[src/rtl/pad_pkg.sv]
package pad_pkg;
    typedef enum logic [2:0] {
        S_IDLE,
        S_SAVE,
        S_CHECK,
        S_SEND,
        S_GAP,
        S_RESTORE,
        S_DONE,
        S_FAIL
    } pad_state_e;

    localparam int US_PER_MS = 1000;
    localparam int HZ_PER_MHZ = 1_000_000;
endpackage

[src/rtl/tick_div.sv]
module tick_div #(
    parameter int DIV = 4
) (
    input  logic clk,
    input  logic rst_n,
    input  logic clr,
    input  logic en,
    output logic tick
);
    localparam int W = (DIV > 1) ? $clog2(DIV) : 1;

    logic [W-1:0] cnt_q;
    logic         at_last;

    assign at_last = (cnt_q == W'(DIV - 1));
    assign tick    = en && !clr && at_last;

    always_ff @(posedge clk or negedge rst_n) begin
        if (!rst_n) begin
            cnt_q <= '0;
        end else if (clr) begin
            cnt_q <= '0;
        end else if (en) begin
            cnt_q <= at_last ? '0 : cnt_q + 1'b1;
        end
    end
endmodule

[src/rtl/pad_interval.sv]
module pad_interval #(
    parameter int CYC_PER_US = 1,
    parameter int COUNT_US   = 1
) (
    input  logic clk,
    input  logic rst_n,
    input  logic clr,
    input  logic run,
    output logic expire
);
    logic us_tick;

    tick_div #(.DIV(CYC_PER_US)) u_us (
        .clk  (clk),
        .rst_n(rst_n),
        .clr  (clr),
        .en   (run),
        .tick (us_tick)
    );

    tick_div #(.DIV(COUNT_US)) u_span (
        .clk  (clk),
        .rst_n(rst_n),
        .clr  (clr),
        .en   (us_tick),
        .tick (expire)
    );
endmodule

[src/rtl/pad_injector.sv]
module pad_injector
    import pad_pkg::*;
#(
    parameter int CLK_HZ     = 125_000_000,
    parameter int GAP_US     = 1000,
    parameter int TIMEOUT_MS = 1000,
    parameter int RATIO_W    = 2,
    parameter int RATIO_X1   = 0,
    parameter int DATA_W     = 32,
    parameter int CNT_W      = 16
) (
    input  logic               clk,
    input  logic               rst_n,
    input  logic               start,
    input  logic               early_um,
    input  logic [RATIO_W-1:0] ratio_cur,
    output logic               ratio_wr_en,
    output logic [RATIO_W-1:0] ratio_wr_data,
    output logic [DATA_W-1:0]  pad_data,
    output logic               pad_valid,
    input  logic               pad_ready,
    output logic               done,
    output logic               err_timeout,
    output logic [CNT_W-1:0]   word_cnt
);
    localparam int CYC_PER_US = (CLK_HZ / HZ_PER_MHZ > 0) ? CLK_HZ / HZ_PER_MHZ : 1;
    localparam int TO_US      = TIMEOUT_MS * US_PER_MS;
    localparam logic [RATIO_W-1:0] X1_CODE = RATIO_W'(RATIO_X1);

    pad_state_e         st_q, st_nx;
    logic [RATIO_W-1:0] saved_q;
    logic [CNT_W-1:0]   cnt_q;
    logic               to_flag_q;
    logic               busy, arm, accepted;
    logic               gap_exp, to_exp, time_up;

    assign busy     = (st_q == S_SAVE) || (st_q == S_CHECK) || (st_q == S_SEND) ||
                      (st_q == S_GAP)  || (st_q == S_RESTORE);
    assign arm      = start && !busy;
    assign accepted = (st_q == S_SEND) && pad_ready;
    assign time_up  = to_flag_q || to_exp;

    pad_interval #(.CYC_PER_US(CYC_PER_US), .COUNT_US(GAP_US)) u_gap (
        .clk   (clk),
        .rst_n (rst_n),
        .clr   (st_q != S_GAP),
        .run   (1'b1),
        .expire(gap_exp)
    );

    pad_interval #(.CYC_PER_US(CYC_PER_US), .COUNT_US(TO_US)) u_timeout (
        .clk   (clk),
        .rst_n (rst_n),
        .clr   (!busy),
        .run   (busy),
        .expire(to_exp)
    );

    always_comb begin
        st_nx = st_q;
        unique case (st_q)
            S_IDLE, S_DONE, S_FAIL: if (start) st_nx = S_SAVE;
            S_SAVE:    st_nx = S_CHECK;
            S_CHECK: begin
                if (early_um)     st_nx = S_RESTORE;
                else if (time_up) st_nx = S_FAIL;
                else              st_nx = S_SEND;
            end
            S_SEND: begin
                if (pad_ready)    st_nx = S_GAP;
                else if (time_up) st_nx = S_FAIL;
            end
            S_GAP: begin
                if (time_up)      st_nx = S_FAIL;
                else if (gap_exp) st_nx = S_CHECK;
            end
            S_RESTORE: st_nx = S_DONE;
            default:   st_nx = S_IDLE;
        endcase
    end

    always_ff @(posedge clk or negedge rst_n) begin
        if (!rst_n) begin
            st_q      <= S_IDLE;
            saved_q   <= '0;
            cnt_q     <= '0;
            to_flag_q <= 1'b0;
        end else begin
            st_q      <= st_nx;
            to_flag_q <= busy ? time_up : 1'b0;
            if (arm) begin
                saved_q <= ratio_cur;
                cnt_q   <= '0;
            end else if (accepted) begin
                cnt_q   <= cnt_q + 1'b1;
            end
        end
    end

    always_comb begin
        pad_data      = '1;
        pad_valid     = (st_q == S_SEND);
        ratio_wr_en   = (st_q == S_SAVE) || (st_q == S_RESTORE);
        ratio_wr_data = (st_q == S_RESTORE) ? saved_q : X1_CODE;
        done          = (st_q == S_DONE);
        err_timeout   = (st_q == S_FAIL);
        word_cnt      = cnt_q;
    end

    AST_WR_SINGLE: assert property (@(posedge clk) disable iff (!rst_n)
        ratio_wr_en |=> !ratio_wr_en);
    AST_VALID_HOLD: assert property (@(posedge clk) disable iff (!rst_n)
        (pad_valid && !pad_ready && !time_up) |=> (pad_valid && $stable(pad_data)));
    AST_DONE_AFTER_WR: assert property (@(posedge clk) disable iff (!rst_n)
        $rose(done) |-> $past(ratio_wr_en));
    AST_FLAGS_EXCL: assert property (@(posedge clk) disable iff (!rst_n)
        !(done && err_timeout));
    AST_CNT_STEP: assert property (@(posedge clk) disable iff (!rst_n)
        busy |=> ((word_cnt == $past(word_cnt)) || (word_cnt == $past(word_cnt) + 1'b1)));
    AST_NO_VALID_IDLE: assert property (@(posedge clk) disable iff (!rst_n)
        (done || err_timeout) |-> !pad_valid);
endmodule

[config.mk]
export PLATFORM = sky130hd
export DESIGN_NAME = pad_injector
export DESIGN_NICKNAME = d
export VERILOG_FILES = /design/src/rtl/pad_pkg.sv /design/src/rtl/tick_div.sv /design/src/rtl/pad_interval.sv /design/src/rtl/pad_injector.sv
export SDC_FILE = /design/constraint.sdc
export NUM_CORES = 1
export LEC_CHECK = 0
export ABC_AREA = 1
export CORE_MARGIN = 4
export CORE_UTILIZATION = 50
export DETAILED_ROUTE_END_ITERATION = 8
export PLACE_DENSITY = 0.74
export SKIP_LAST_GASP = 1
export SLEW_MARGIN = 15
export SYNTH_ARGS = -nofsm -noshare
export SYNTH_HDL_FRONTEND = slang
export SYNTH_HIERARCHICAL = 1
export SYNTH_SLANG_ARGS = --single-unit
[constraint.sdc]
create_clock -name clk -period 5.57 [get_ports clk]
set_input_delay 1.671 -clock clk [delete_from_list [all_inputs] [get_ports clk]]
set_output_delay 1.671 -clock clk [all_outputs]
set_load 0.01 [all_outputs]
**After elaboration in Yosys (flattened, before gate mapping)**

Index checks and enable logic that the tools add are counted.

- $add $sub $neg: 5
- Multipliers: 0
- Div/mod/pow operators: 0
- $lt $le $gt $ge: 0
- Equality and inequality tests: 16
- Shift operators: 0
- Muxes and demuxes: 22
- Bitwise operators: 0
- Reduce and logical (&&, ||, !) cells: 21

Operator list:

| kind | count |
|---|---|
| $mux 20 | 3 |
| $mux 16 | 2 |
| $mux 10 | 3 |
| $mux 7 | 4 |
| $mux 3 | 7 |
| $add 20x1->20 const B | 1 |
| $eq 20x20->1 const B | 1 |
| $pmux 3 s6 | 1 |
| $add 16x1->16 const B | 1 |
| $add 7x1->7 const B | 2 |
| $eq 7x7->1 const B | 2 |
| $eq 3x3->1 const B | 4 |
| $add 10x1->10 const B | 1 |
| $eq 10x10->1 const B | 1 |
| $logic_and 1x1->1 | 8 |
| $eq 3x2->1 const B | 2 |
| $logic_or 1x1->1 | 6 |
| $ne 3x3->1 const B | 2 |
| $reduce_bool 2->1 | 2 |
| $eq 3x1->1 const B | 1 |
| $logic_not 3->1 | 1 |
| $ne 3x1->1 const B | 1 |
| $reduce_and 3->1 | 1 |
| $reduce_or 3->1 | 1 |
| other kinds (5) | 6 |

- Flip-flop bits (word level): 66
- Latch bits: 0
- RAM bits: 0
- Bits in read-only memories: 0
- Input port bits: 7
- Output and inout bits: 54
- Word-level logic and storage cells: 72
- Memories: 0

**Logic depth before layout (Yosys ltp)**

Gate-level depths: netlist of the first run.

- Word-level depth: 12
- Gate-level depth with buffers: 15

**By module**

Netlist of the first run, hierarchy kept.

Modules (own cells, without submodules):

| module | instances | cells an instance | area each (um^2) |
|---|---|---|---|
| pad_injector | 1 | 237 | 1634.1 |
| tick_div at u_timeout.u_span | 1 | 173 | 1281.2 |
| tick_div at u_gap.u_us ... | 2 | 51 | 412.9 |
| tick_div at u_gap.u_span | 1 | 91 | 629.4 |

**Worst setup path before layout of the first run**

OpenSTA, ideal clock, no wires.

- Kind: register to output
- From: reg st_q[2]
- To: out ratio_wr_data[0]
- Data arrival time: 0.842 ns
- Slack: 3.057 ns
- Cell stages (with the launch flop): 5
- Cells stage by stage: dfrtp_1 -> inv_1 -> nor2_1 -> nand2_1 -> nor2_1

- Cells in the longest elaborated chain, start to end: 2

Ends and longest elaborated chain:

| item | line | text |
|---|---|---|
| start, declared | pad_injector.sv:30 | `pad_state_e st_q, st_nx;` |
| start signal, assigned | pad_injector.sv:89 | `st_q <= st_nx;` |
| $eq 3x3->1 | pad_injector.sv:104 | `ratio_wr_data = (st_q == S_RESTORE) ? saved_q : X1_CODE;` |
| $mux 2 | pad_injector.sv:104 |  |
| end, declared | pad_injector.sv:18 | `output logic [RATIO_W-1:0] ratio_wr_data,` |

Every way passes these cells.

**Final worst setup path of the first run**

Same ends and word-level chain as after synthesis.

==> summary.md, run 1 <==
| Metric | Value |
|---|---|
| Register bit total from synthesis | 66 |
| Crit path capture type | output port |
| Yosys Warn Count | 6 |
| Mapped Cells | between 600 and 700 |
| IO Pins | 61 |
| Seq/Total Area, Yosys | between 30 and 40% |
| DRT iter0 DRCs | between 100 and 150 |
| Global-route wire length before repair | 15740 um |
| Antenna fix cells | 0 |
| Hold buffer count at cts | 0 |
| Total congestion overflow | 0 |
| TNS Setup | 0 ns |
| Slew margin rel. | about 37% |
| Final-stage net count | 652 |
| Layout cells sized above 1 | approximately a tenth |
| Largest stage delay, worst path | ~0.55 ns |
| Yosys cell types | 35 |
| WP buf/inv | 2 |
| Cts bufs inserted | 9 |
| Total Routing Usage GR | about a fifth |
| Hold path start | u_timeout/u_span/cnt_q[0]$_DFFE_PN0P_ |
| Pin count of the biggest net entering global routing | 40 |
| Vias in the first global route | between 3k and 4k |
| Initial antenna violation count | 0 |
| Hold/Removal Path Class | flip-flop to flip-flop |
| Worst reg2reg setup slack | between 2 and 3 ns |
| Worst Hold Depth | 1 |
| Kind of critical path | flip-flop to output port |
| Clock sinks | between 60 and 70 |
| Die ar. | approximately 10000 um2 |
| Max-cap violations | 0 |
| Post-route minimum period | roughly 3.4 ns |
| Wirelength, routed | 9013 um |
| Worst Hold Path EP | u_timeout/u_span/cnt_q[0]$_DFFE_PN0P_ |
| Worst reg2reg endpoint | u_timeout/u_span/cnt_q[1]$_DFFE_PN0P_ |
| Final setup fails | 0 |
| Clk_skew | 0.01255 ns |
| P per Cell Area | around 280 nW/um2 |
| Drt drc | 0 |
| Most common cell after layout, fill and taps aside | nand2_1 |
| H-tree Lvls | 3 |
| R2R cell count | 9 |
| Crit path DAT | 1.76 ns |
| # port buffers | 28 |
| Levels on crit path | 5 |
| Routed length per placed instance | 12.10 um |
| Unrepaired setup endpoints after global routing | false |
| CP max stage cell | clkdlybuf4s50_1 |
| Peak Freq | ~290 MHz |
| Critical path's top delay family | buffers and inverters |
| CTS max path bufs | 2 |
| Fin. max-slew vios | 0 |
| DRT antenna net count | 0 |
| Reg area | 1652 um2 |
| Vias per std cell | 5.070 |
| Part of the cycle the worst path needs | between 60 and 70% |
| Clk_lat worst skew | around 0.34 ns |
| Area of the multi-input gates | about 2300 um2 |
| Post-CTS Resized | 0 |
| Post-Syn Area | 4370 um2 |
| Initial Util | 52.40% |
| Static leakage | around 0.0022 uW |
| CTS tree | built |
| DR vias | 3777 |
| Reg clk slew, reported paths | around 0.060 ns |
| Post-CTS Setup Bufs | 0 |
| Startpoint types | flip-flop |
| Reg2reg start | st_q[0]$_DFFE_PN0P_ |
| Synth-to-layout area growth | 9.304% |
| Post-synth top area share | 37.79% |
| Worst-case hold slack | ~0.53 ns |
| Critical Path Fanout Max | 4 |
| Commonest non-fill, non-tap cells in the layout | nand2_1, inv_1, dfrtp_1, nor2_1, nand3_1 |
| Filler cells | 799 |
| Detailed placement HPWL | ~6700 um |
| Die Ht | 101.5 um |
| Core Rows | 33 |
| Synth area leaders | dfrtp_1, nand2_1, inv_1 |
| Core outline area | about 8300 um2 |
| Biggest area consumer among synthesized cells | dfrtp_1 |
| Drt first pass iters | 5 |
| Syn_area_per_cell | between 7 and 8 um2 |
| Crit path top cell by count | nor2_1 |
| Tightest Pin Transition | between 0.9 and 1 ns |
| Die X | roughly 100 um |
| Peak supply drop | approximately 0.00012 V |
| Status | finished clean |
| Final Hold Fails | 0 |
| Crit-path cells | inv_1 -> nor2_1 -> nand2_1 -> nor2_1 -> clkdlybuf4s50_1 |
| Worst EP required | 3.90 ns |
| GPL Wtd Cong | about 0.89 |
| Clock root cell | clkbuf_8 |
[logic make-up after synthesis]
family / after synthesis / share of synthesized area [%]
other: 1 / 0.08580
adders and majority gates: 7 / 2.004
DFF: 66 / 37.79
and+or+nand+nor: 340 / 36.33
AOI/OAI and AO/OA: 63 / 7.873
xor gates and xnor gates: 15 / 3.006
buffers and inverters: 111 / 12.91
[cell usage after synthesis]
master,number
nand2_1,169
inv_1,69
dfrtp_1,66
nor2_1,56
nand3_1,49
buf_4,32
o21ai_0,19
nand4_1,16
o21ai_1,16
a21oi_1,15
xor2_1,13
nor2_2,11
nor2_4,10
nand2_2,9
ha_1,7
o22ai_1,7
nand3_2,6
nor3_1,6
inv_2,4
nand2_4,3
o21bai_1,3
buf_2,2
buf_6,2
xnor2_1,2
a21o_1,1
clkbuf_1,1
clkbuf_8,1
conb_1,1
nor3_2,1
nor3b_1,1
nor4_1,1
o21ai_2,1
o21bai_2,1
or2_1,1
or2_2,1
[per-stage QoR]
stage	cells	area (um2)	util (%)	total power, uW	setup slack (ns)
finish	745	4777	57.28	1319	2.139
global route	745	4777	57.28	1420	1.980
CTS	745	4777	57.28	1337	2.098
detailed placement	732	4618	55.37	984.2	2.395
global placement	732	4618	55.37	973.6	2.412
floorplan	636	4494	-	882.1	3.057
[metal layers]
metal | GRT usage (%) | up-vias | wire length [um]
met5 | 0 | - | 0
met3 | 3.306 | 12 | 478
li1 | - | 1928 | -
met2 | 30.68 | 89 | 4235
met4 | 8.589 | 0 | 153
met1 | 24.41 | 1748 | 4145
[sequential cells by signal (all words and copies together) (netlist names)]
| name | flops |
|---|---|
| saved_q | 2 |
| st_q | 3 |
| to_flag_q | 1 |
| u_gap/u_span/cnt_q | 10 |
| u_gap/u_us/cnt_q | 7 |
| u_timeout/u_span/cnt_q | 20 |
| u_timeout/u_us/cnt_q | 7 |
| word_cnt | 16 |
[power by group]
part           switching [uW]  internal, uW  total [uW]
sequential               41.4           514         555
clock                     166           179         345
combinational             292           126         418
total                     500           819        1320
[cell type report]
cell class                      instances  area share [%]
Multi-Input combinational cell        459           47.70
Sequential cell                        66           34.57
Timing Repair Buffer                   29           5.919
Inverter                               73           5.736
Clock buffer                           13           3.326
Tap cell                              105           2.750
[worst max path at each step]
stage	from	end
floorplan	st_q[2]$_DFFE_PN0P_	ratio_wr_data[0]
global placement	start	word_cnt[10]$_DFFE_PN0P_
detailed placement	start	word_cnt[10]$_DFFE_PN0P_
CTS	st_q[2]$_DFFE_PN0P_	ratio_wr_data[0]
global route	st_q[2]$_DFFE_PN0P_	ratio_wr_data[1]
finish	st_q[2]$_DFFE_PN0P_	ratio_wr_data[0]
No activity file was read; power rests on OpenSTA's default activity.
==> inputs of run 2 (changes only) <==
--- a/config.mk
+++ b/config.mk
@@ -9,7 +9,7 @@
 export CORE_MARGIN = 4
 export CORE_UTILIZATION = 50
 export DETAILED_ROUTE_END_ITERATION = 8
-export PLACE_DENSITY = 0.74
+export PLACE_DENSITY = 0.77
 export SKIP_LAST_GASP = 1
 export SLEW_MARGIN = 15
 export SYNTH_ARGS = -nofsm -noshare
==> constraint.sdc (replaced) <==
create_clock -name clk -period 3.1 [get_ports clk]
set_input_delay 0.93 -clock clk [delete_from_list [all_inputs] [get_ports clk]]
set_output_delay 0.93 -clock clk [all_outputs]
set_load 0.01 [all_outputs]
==> run 2 against run 1 <==
Net effect: die area stayed put; total power grew 90%; global-route usage shrank 0.59 points; largest power group unchanged; cell count is 0.54% higher.
==> summary.md, run 2 (synthesized netlist as in run 1, its figures left out) <==
| Metric | Value |
|---|---|
| Status | finished clean |
| Initial Util | 52.40% (unchanged) |
| Crit path capture type | output port |
| DRT antenna net count | 0 (unchanged) |
| Reg clk slew, reported paths | 0.07 ns (about the same) |
| Unrepaired setup endpoints after global routing | false |
| Core Rows | 33 (unchanged) |
| Drt drc | 0 (unchanged) |
| Synth-to-layout area growth | 10.65% |
| IO Pins | 61 (unchanged) |
| Final Util | 57.98% (+0.71 points) |
| Final Hold Fails | 0 (unchanged) |
| Final setup fails | 0 (unchanged) |
| Hold/Removal Path Class | flip-flop to flip-flop |
| # port buffers | 28 (unchanged) |
| Post-CTS Resized | 0 (unchanged) |
| Post-CTS Setup Bufs | 0 (unchanged) |
| Total congestion overflow | 0 (unchanged) |
| Initial antenna violation count | 0 (unchanged) |
| Filler cells | 776 (-2.9%) |
| Part of the cycle the worst path needs | 87.91% |
| Max reg flops | 20 (unchanged) |
| Startpoint types | flip-flop |
| Vias per std cell | 5.099 (+0.57%) |
| Top reg by flops | u_timeout/u_span/cnt_q |
| Hold buffer count at cts | 0 (unchanged) |
| GPL Wtd Cong | 0.8538 (-4.0%) |
| Die Ht | 101.5 um (unchanged) |
| Fin. max-slew vios | 0 (unchanged) |
| Die ar. | 10300 um2 (unchanged) |
| Pre-CTS setup slack | 0.6515 ns (-1.744 ns) |
| Commonest non-fill, non-tap cells in the layout | nand2_1, inv_1, dfrtp_1, nor2_1, nand3_1 |
| Tightest Pin Transition | 0.6523 ns (-0.2945 ns) |
| Clock sinks | 66 (unchanged) |
| Wirelength, routed | 8898 um (-1.3%) |
| Detailed placement HPWL | 6779 um (+0.80%) |
| Clock root cell | clkbuf_8 |
| Most common cell after layout, fill and taps aside | nand2_1 |
| Clk_skew | 0.01012 ns (-0.002430 ns) |
| Die X | 101.5 um (unchanged) |
| Cts bufs inserted | 9 (unchanged) |
| Worst EP required | 2.17 ns (-1.73 ns) |
| Drt first pass iters | 5 (unchanged) |
| TNS Setup | 0 ns (unchanged) |
| Core outline area | 8341 um2 (unchanged) |
| Antenna fix cells | 0 (unchanged) |
| Fin worst setup slack | 0.3748 ns (-1.764 ns) |
| P per Cell Area | 516.9 nW/um2 (+87%) |
| Final-stage net count | 653 (+0.15%) |
| Routed length per placed instance | 11.88 um (-1.8%) |
| Clk_lat worst skew | 0.33 ns (about the same) |
| CTS max path bufs | 2 (unchanged) |
| Static leakage | 0.002213 uW (+1.3%) |
| Critical Path Fanout Max | 4 (unchanged) |
| DRT iter0 DRCs | 124 (-3.1%) |
| Global-route wire length before repair | 15460 um (-1.8%) |
| Peak Freq | 367.0 MHz |
| Layout cells sized above 1 | 9.783% (+0.41 points) |
| Peak supply drop | 0.0002752 V (+120%) |
| Slew margin rel. | 56.51% (+20 points) |
| Power, Total | 2499 uW (+90%) |
| DR vias | 3819 (+1.1%) |
| CTS tree | built |
| Max-cap violations | 0 (unchanged) |
| H-tree Lvls | 3 (unchanged) |
| Kind of critical path | flip-flop to output port |
| Total Routing Usage GR | 18.24% (-0.59 points) |
| Post-route minimum period | between 2 and 3 ns |
| Vias in the first global route | 3574 (+0.34%) |
| Pin count of the biggest net entering global routing | 40 (unchanged) |
| Crit path DAT | 1.80 ns (+0.04 ns) |
run 2: worst paths after layout:
kind | from | to | slack [ns] | cells after the start
min | saved_q[1]$_DFFE_PN0P_ | saved_q[1]$_DFFE_PN0P_ | 0.54 | 2
min reg2reg | saved_q[1]$_DFFE_PN0P_ | saved_q[1]$_DFFE_PN0P_ | 0.54 | 2
max in group asynchronous | rst_n | word_cnt[8]$_DFFE_PN0P_ | 1.84 | 2
max reg2reg | st_q[1]$_DFFE_PN0P_ | st_q[2]$_DFFE_PN0P_ | 0.78 | 14
min in group asynchronous | rst_n | u_timeout/u_span/cnt_q[3]$_DFFE_PN0P_ | 0.62 | 1
max | st_q[2]$_DFFE_PN0P_ | ratio_wr_data[0] | 0.37 | 5
run 2: layer usage:
metal  track usage (%)  part of all wire (%)  vias up
li1                  -                     -     1927
met1             24.38                    45     1770
met2             30.28                    48      107
met3             2.342                   5.8       15
met4             6.748                   1.6        0
met5                 0                     0        -
run 2: area by class of cell:
class | instances | area (um2) | share of cell area, %
timing repair buffer | 30 | 302.8 | 6.261
clock buffer | 14 | 162.7 | 3.364
clock inverter | 2 | 35.03 | 0.7244
tap | 105 | 131.4 | 2.717
inverter | 73 | 274.0 | 5.666
sequential | 66 | 1652 | 34.15
multi-input combinational | 459 | 2278 | 47.12
run 2: metrics by stage:
stage          std cells  hold WS (ns)  instance area, um2
3_3_place_gp         733        0.5168                4638
2_1_floorplan        636        0.4918                4494
5_1_grt              749        0.5829                4836
6_report             749        0.5418                4836
4_1_cts              749        0.5444                4836
3_5_place_dp         733        0.5258                4638
run 2: critical path: stages, from the launching register on:
cell and delay (ns):
dfrtp_1 0.40, inv_1 0.08, nor2_1 0.18, nand2_1 0.14, nor2_1 0.13, clkdlybuf4s50_1 0.55
run 2: where the power goes:
group / internal [uW] / switching, uW / leakage (uW)
clock: 416 / 312 / 0.000101
combinational: 241 / 537 / 0.00120
sequential: 923 / 71.3 / 0.000910
==> inputs of run 3 (changes only) <==
--- a/config.mk
+++ b/config.mk
@@ -9,10 +9,9 @@
 export CORE_MARGIN = 4
 export CORE_UTILIZATION = 50
 export DETAILED_ROUTE_END_ITERATION = 8
-export PLACE_DENSITY = 0.77
+export PLACE_DENSITY = 0.75
 export SKIP_LAST_GASP = 1
 export SLEW_MARGIN = 15
 export SYNTH_ARGS = -nofsm -noshare
 export SYNTH_HDL_FRONTEND = slang
-export SYNTH_HIERARCHICAL = 1
 export SYNTH_SLANG_ARGS = --single-unit
==> constraint.sdc (replaced) <==
create_clock -name clk -period 3 [get_ports clk]
set_input_delay 0.9 -clock clk [delete_from_list [all_inputs] [get_ports clk]]
set_output_delay 0.9 -clock clk [all_outputs]
set_load 0.01 [all_outputs]
==> run 3 against run 2 <==
Net effect: core utilization down 0.26 points; total power up 5.0%; routed wire length down 11%; largest power group unchanged; synthesized cell count down 17%.
==> summary.md, run 3 <==
| Metric | Value |
|---|---|
| Synth-to-layout area growth | 11.52% |
| DR vias | 3221 (-16%) |
| Wirelength, routed | 7947 um (-11%) |
| Clk_lat worst skew | 0.34 ns (about the same) |
| Total congestion overflow | 0 (unchanged) |
| Placed insts | 626 (-15%) |
| Max reg flops | 20 (unchanged) |
| Ys flop type | dfrtp_1 |
| Core Rows | 32 (-3.0%) |
| Unrepaired setup endpoints after global routing | false |
| Post-route minimum period | between 2 and 3 ns |
| Pre-CTS setup slack | 0.5864 ns (-0.06511 ns) |
| Kind of critical path | flip-flop to output port |
| Most common cell after layout, fill and taps aside | nand2_1 |
| Clock sinks | 66 (unchanged) |
| Biggest area consumer among synthesized cells | dfrtp_1 |
| Hold buffer count at cts | 0 (unchanged) |
| Vias in the first global route | 3133 (-12%) |
| Worst reg2reg setup slack | 1.10 ns (+0.32 ns) |
| Count leader, synth | nand2_1 |
| Reg2reg start | u_timeout.u_span.cnt_q[0]$_DFFE_PN0P_ |
| Detailed placement HPWL | 5935 um (-12%) |
| Static leakage | 0.001972 uW (-11%) |
| Final-stage net count | 549 (-16%) |
| Mapped Cells | 502 (-17%) |
| Worst EP required | 2.10 ns (-0.07 ns) |
| Post-synth ARST share | 100.0% (unchanged) |
| Reg clk slew, reported paths | 0.07 ns (about the same) |
| Initial Util | 51.76% (-0.64 points) |
| Top reg by flops | u_timeout.u_span.cnt_q |
| Global-route wire length before repair | 13690 um (-11%) |
| Clock root cell | clkbuf_8 |
| Tightest Pin Transition | 0.5195 ns (-0.1328 ns) |
| Startpoint types | flip-flop |
| Drt first pass iters | 4 (-1) |
| Part of the cycle the worst path needs | between 80% and 90% |
| # port buffers | 28 (unchanged) |
| Peak supply drop | 0.0002785 V (+1.2%) |
| Crit path DAT | 1.78 ns (-0.02 ns) |
| IO Pins | 61 (unchanged) |
| Drt drc | 0 (unchanged) |
| Yosys Warn Count | 0 (-6) |
| Pin count of the biggest net entering global routing | 67 (+68%) |
| Post-CTS Setup Bufs | 0 (unchanged) |
| Status | finished clean |
| Worst Hold Depth | 1 (-1) |
| Initial antenna violation count | 0 (unchanged) |
| Post-synth top cells | nand2_1, inv_1, dfrtp_1, nor2_1, buf_4 |
| Crit. Startpoint | st_q[0]$_DFFE_PN0P_ |
| DRT iter0 DRCs | 108 (-13%) |
| Layout cells sized above 1 | 12.41% (+2.6 points) |
| Worst reg2reg endpoint | u_timeout.u_span.cnt_q[17]$_DFFE_PN0P_ |
| Post-Syn Area | 4020 um2 (-8.0%) |
| Seq/Total Area, Yosys | 41.08% (+3.3 points) |
| Post-CTS Resized | 0 (unchanged) |
| CTS max path bufs | 2 (unchanged) |
| Die X | 97.67 um (-3.8%) |
| Critical Path Fanout Max | 7 (+3) |
| TNS Setup | 0 ns (unchanged) |
| R2R cell count | 12 (-2) |
| Peak Freq | about 370 MHz |
| Slew margin rel. | 65.28% (+8.8 points) |
| P per Cell Area | 585.2 nW/um2 (+13%) |
| Crit path capture type | output port |
| Final setup fails | 0 (unchanged) |
| Core outline area | 7767 um2 (-6.9%) |
| Clk_skew | 0.007473 ns (-0.002649 ns) |
| Post-synth top area share | 41.08% (+3.3 points) |
| Yosys cell types | 44 (+26%) |
| DRT antenna net count | 0 (unchanged) |
| Worst Hold Path EP | u_gap.u_us.cnt_q[0]$_DFF_PN0_ |
| Total Routing Usage GR | 17.27% (-0.96 points) |
| Synth area leaders | dfrtp_1, nand2_1, inv_1 |
| Register bit total from synthesis | 66 (unchanged) |
| Die Ht | 97.67 um (-3.8%) |
| GPL Wtd Cong | 0.9067 (+6.2%) |
| Fin worst setup slack | 0.3156 ns (-0.05924 ns) |
| Count of flip-flops with a built-in enable after synthesis | 0 (unchanged) |
| Vias per std cell | 5.017 (-1.6%) |
| Fin. max-slew vios | 0 (unchanged) |
| H-tree Lvls | 3 (unchanged) |
| Routed length per placed instance | 12.38 um (+4.2%) |
| Hold path start | u_gap.u_us.cnt_q[0]$_DFF_PN0_ |
| Final Hold Fails | 0 (unchanged) |
| Fin cells | 642 (-14%) |
| Die ar. | 9538 um2 (-7.4%) |
| Max-cap violations | 0 (unchanged) |
| Commonest non-fill, non-tap cells in the layout | nand2_1, inv_1, dfrtp_1, nor2_1, conb_1 |
| CTS tree | built |
| Antenna fix cells | 0 (unchanged) |
| Syn_area_per_cell | 8.008 um2 (+10%) |
| Cts bufs inserted | 9 (unchanged) |
| Hold/Removal Path Class | flip-flop to flip-flop |
run 3: layout make-up:
| type | count | area, um2 |
|---|---|---|
| Multi-Input combinational cell | 356 | 1914 |
| Clock inverter | 6 | 80.08 |
| Clock buffer | 10 | 137.6 |
| Fill cell | 703 | 3284 |
| Sequential cell | 66 | 1652 |
| Tap cell | 102 | 127.6 |
| Timing Repair Buffer | 29 | 295.3 |
| Inverter | 73 | 276.5 |
run 3: per-layer routing:
metal / share of wire (%) / track usage [%]
met1: 45 / 21.59
met2: 49 / 28.57
met3: 4.3 / 3.948
met4: 2.0 / 7.455
met5: 0 / 0
run 3: worst max-delay path by stage:
stage | endpoint | slack [ns] | cells after the start
final | ratio_wr_data[0] | 0.32 | 5
after global routing | pad_valid | 0.23 | 4
after CTS | ratio_wr_data[0] | 0.29 | 5
after floorplan | ratio_wr_data[0] | 1.18 | 4
after global placement | word_cnt[14]$_DFFE_PN0P_ | 0.65 | 6
after detailed placement | word_cnt[14]$_DFFE_PN0P_ | 0.59 | 6
run 3: per-stage QoR:
stage / util, % / hold WS [ns] / cell area (um2) / total power [uW]
6_report: 57.72 / 0.5012 / 4483 / 2624
5_1_grt: 57.72 / 0.5321 / 4483 / 2792
4_1_cts: 57.72 / 0.5034 / 4483 / 2657
3_5_place_dp: 54.91 / 0.4937 / 4265 / 1827
3_3_place_gp: 54.91 / 0.4720 / 4265 / 1796
2_1_floorplan: - / 0.4545 / 4136 / 1624
run 3: cell families (layout without fill, tap and decap cells):
group           after synthesis  after routing  synth area share, %
simple gates                221            221                26.77
compound gates               80             80                12.20
fa+ha+maj                     7              7                2.179
xor+xnor                     16             16                3.486
other cells                   1             32              0.09328
buf+inv                     111            118                14.19
flops                        66             66                41.08
run 3: power by group:
| group | switching (uW) | internal (uW) | total [uW] |
|---|---|---|---|
| clock network | 339 | 485 | 824 |
| logic | 519 | 239 | 758 |
| registers | 77.1 | 965 | 1040 |
run 3: critical path: stages (launching register included):
cell and delay [ns]:
dfrtp_1 0.47, nand2_1 0.15, inv_1 0.09, nand2_1 0.08, nor2_1 0.10, clkdlybuf4s50_1 0.55
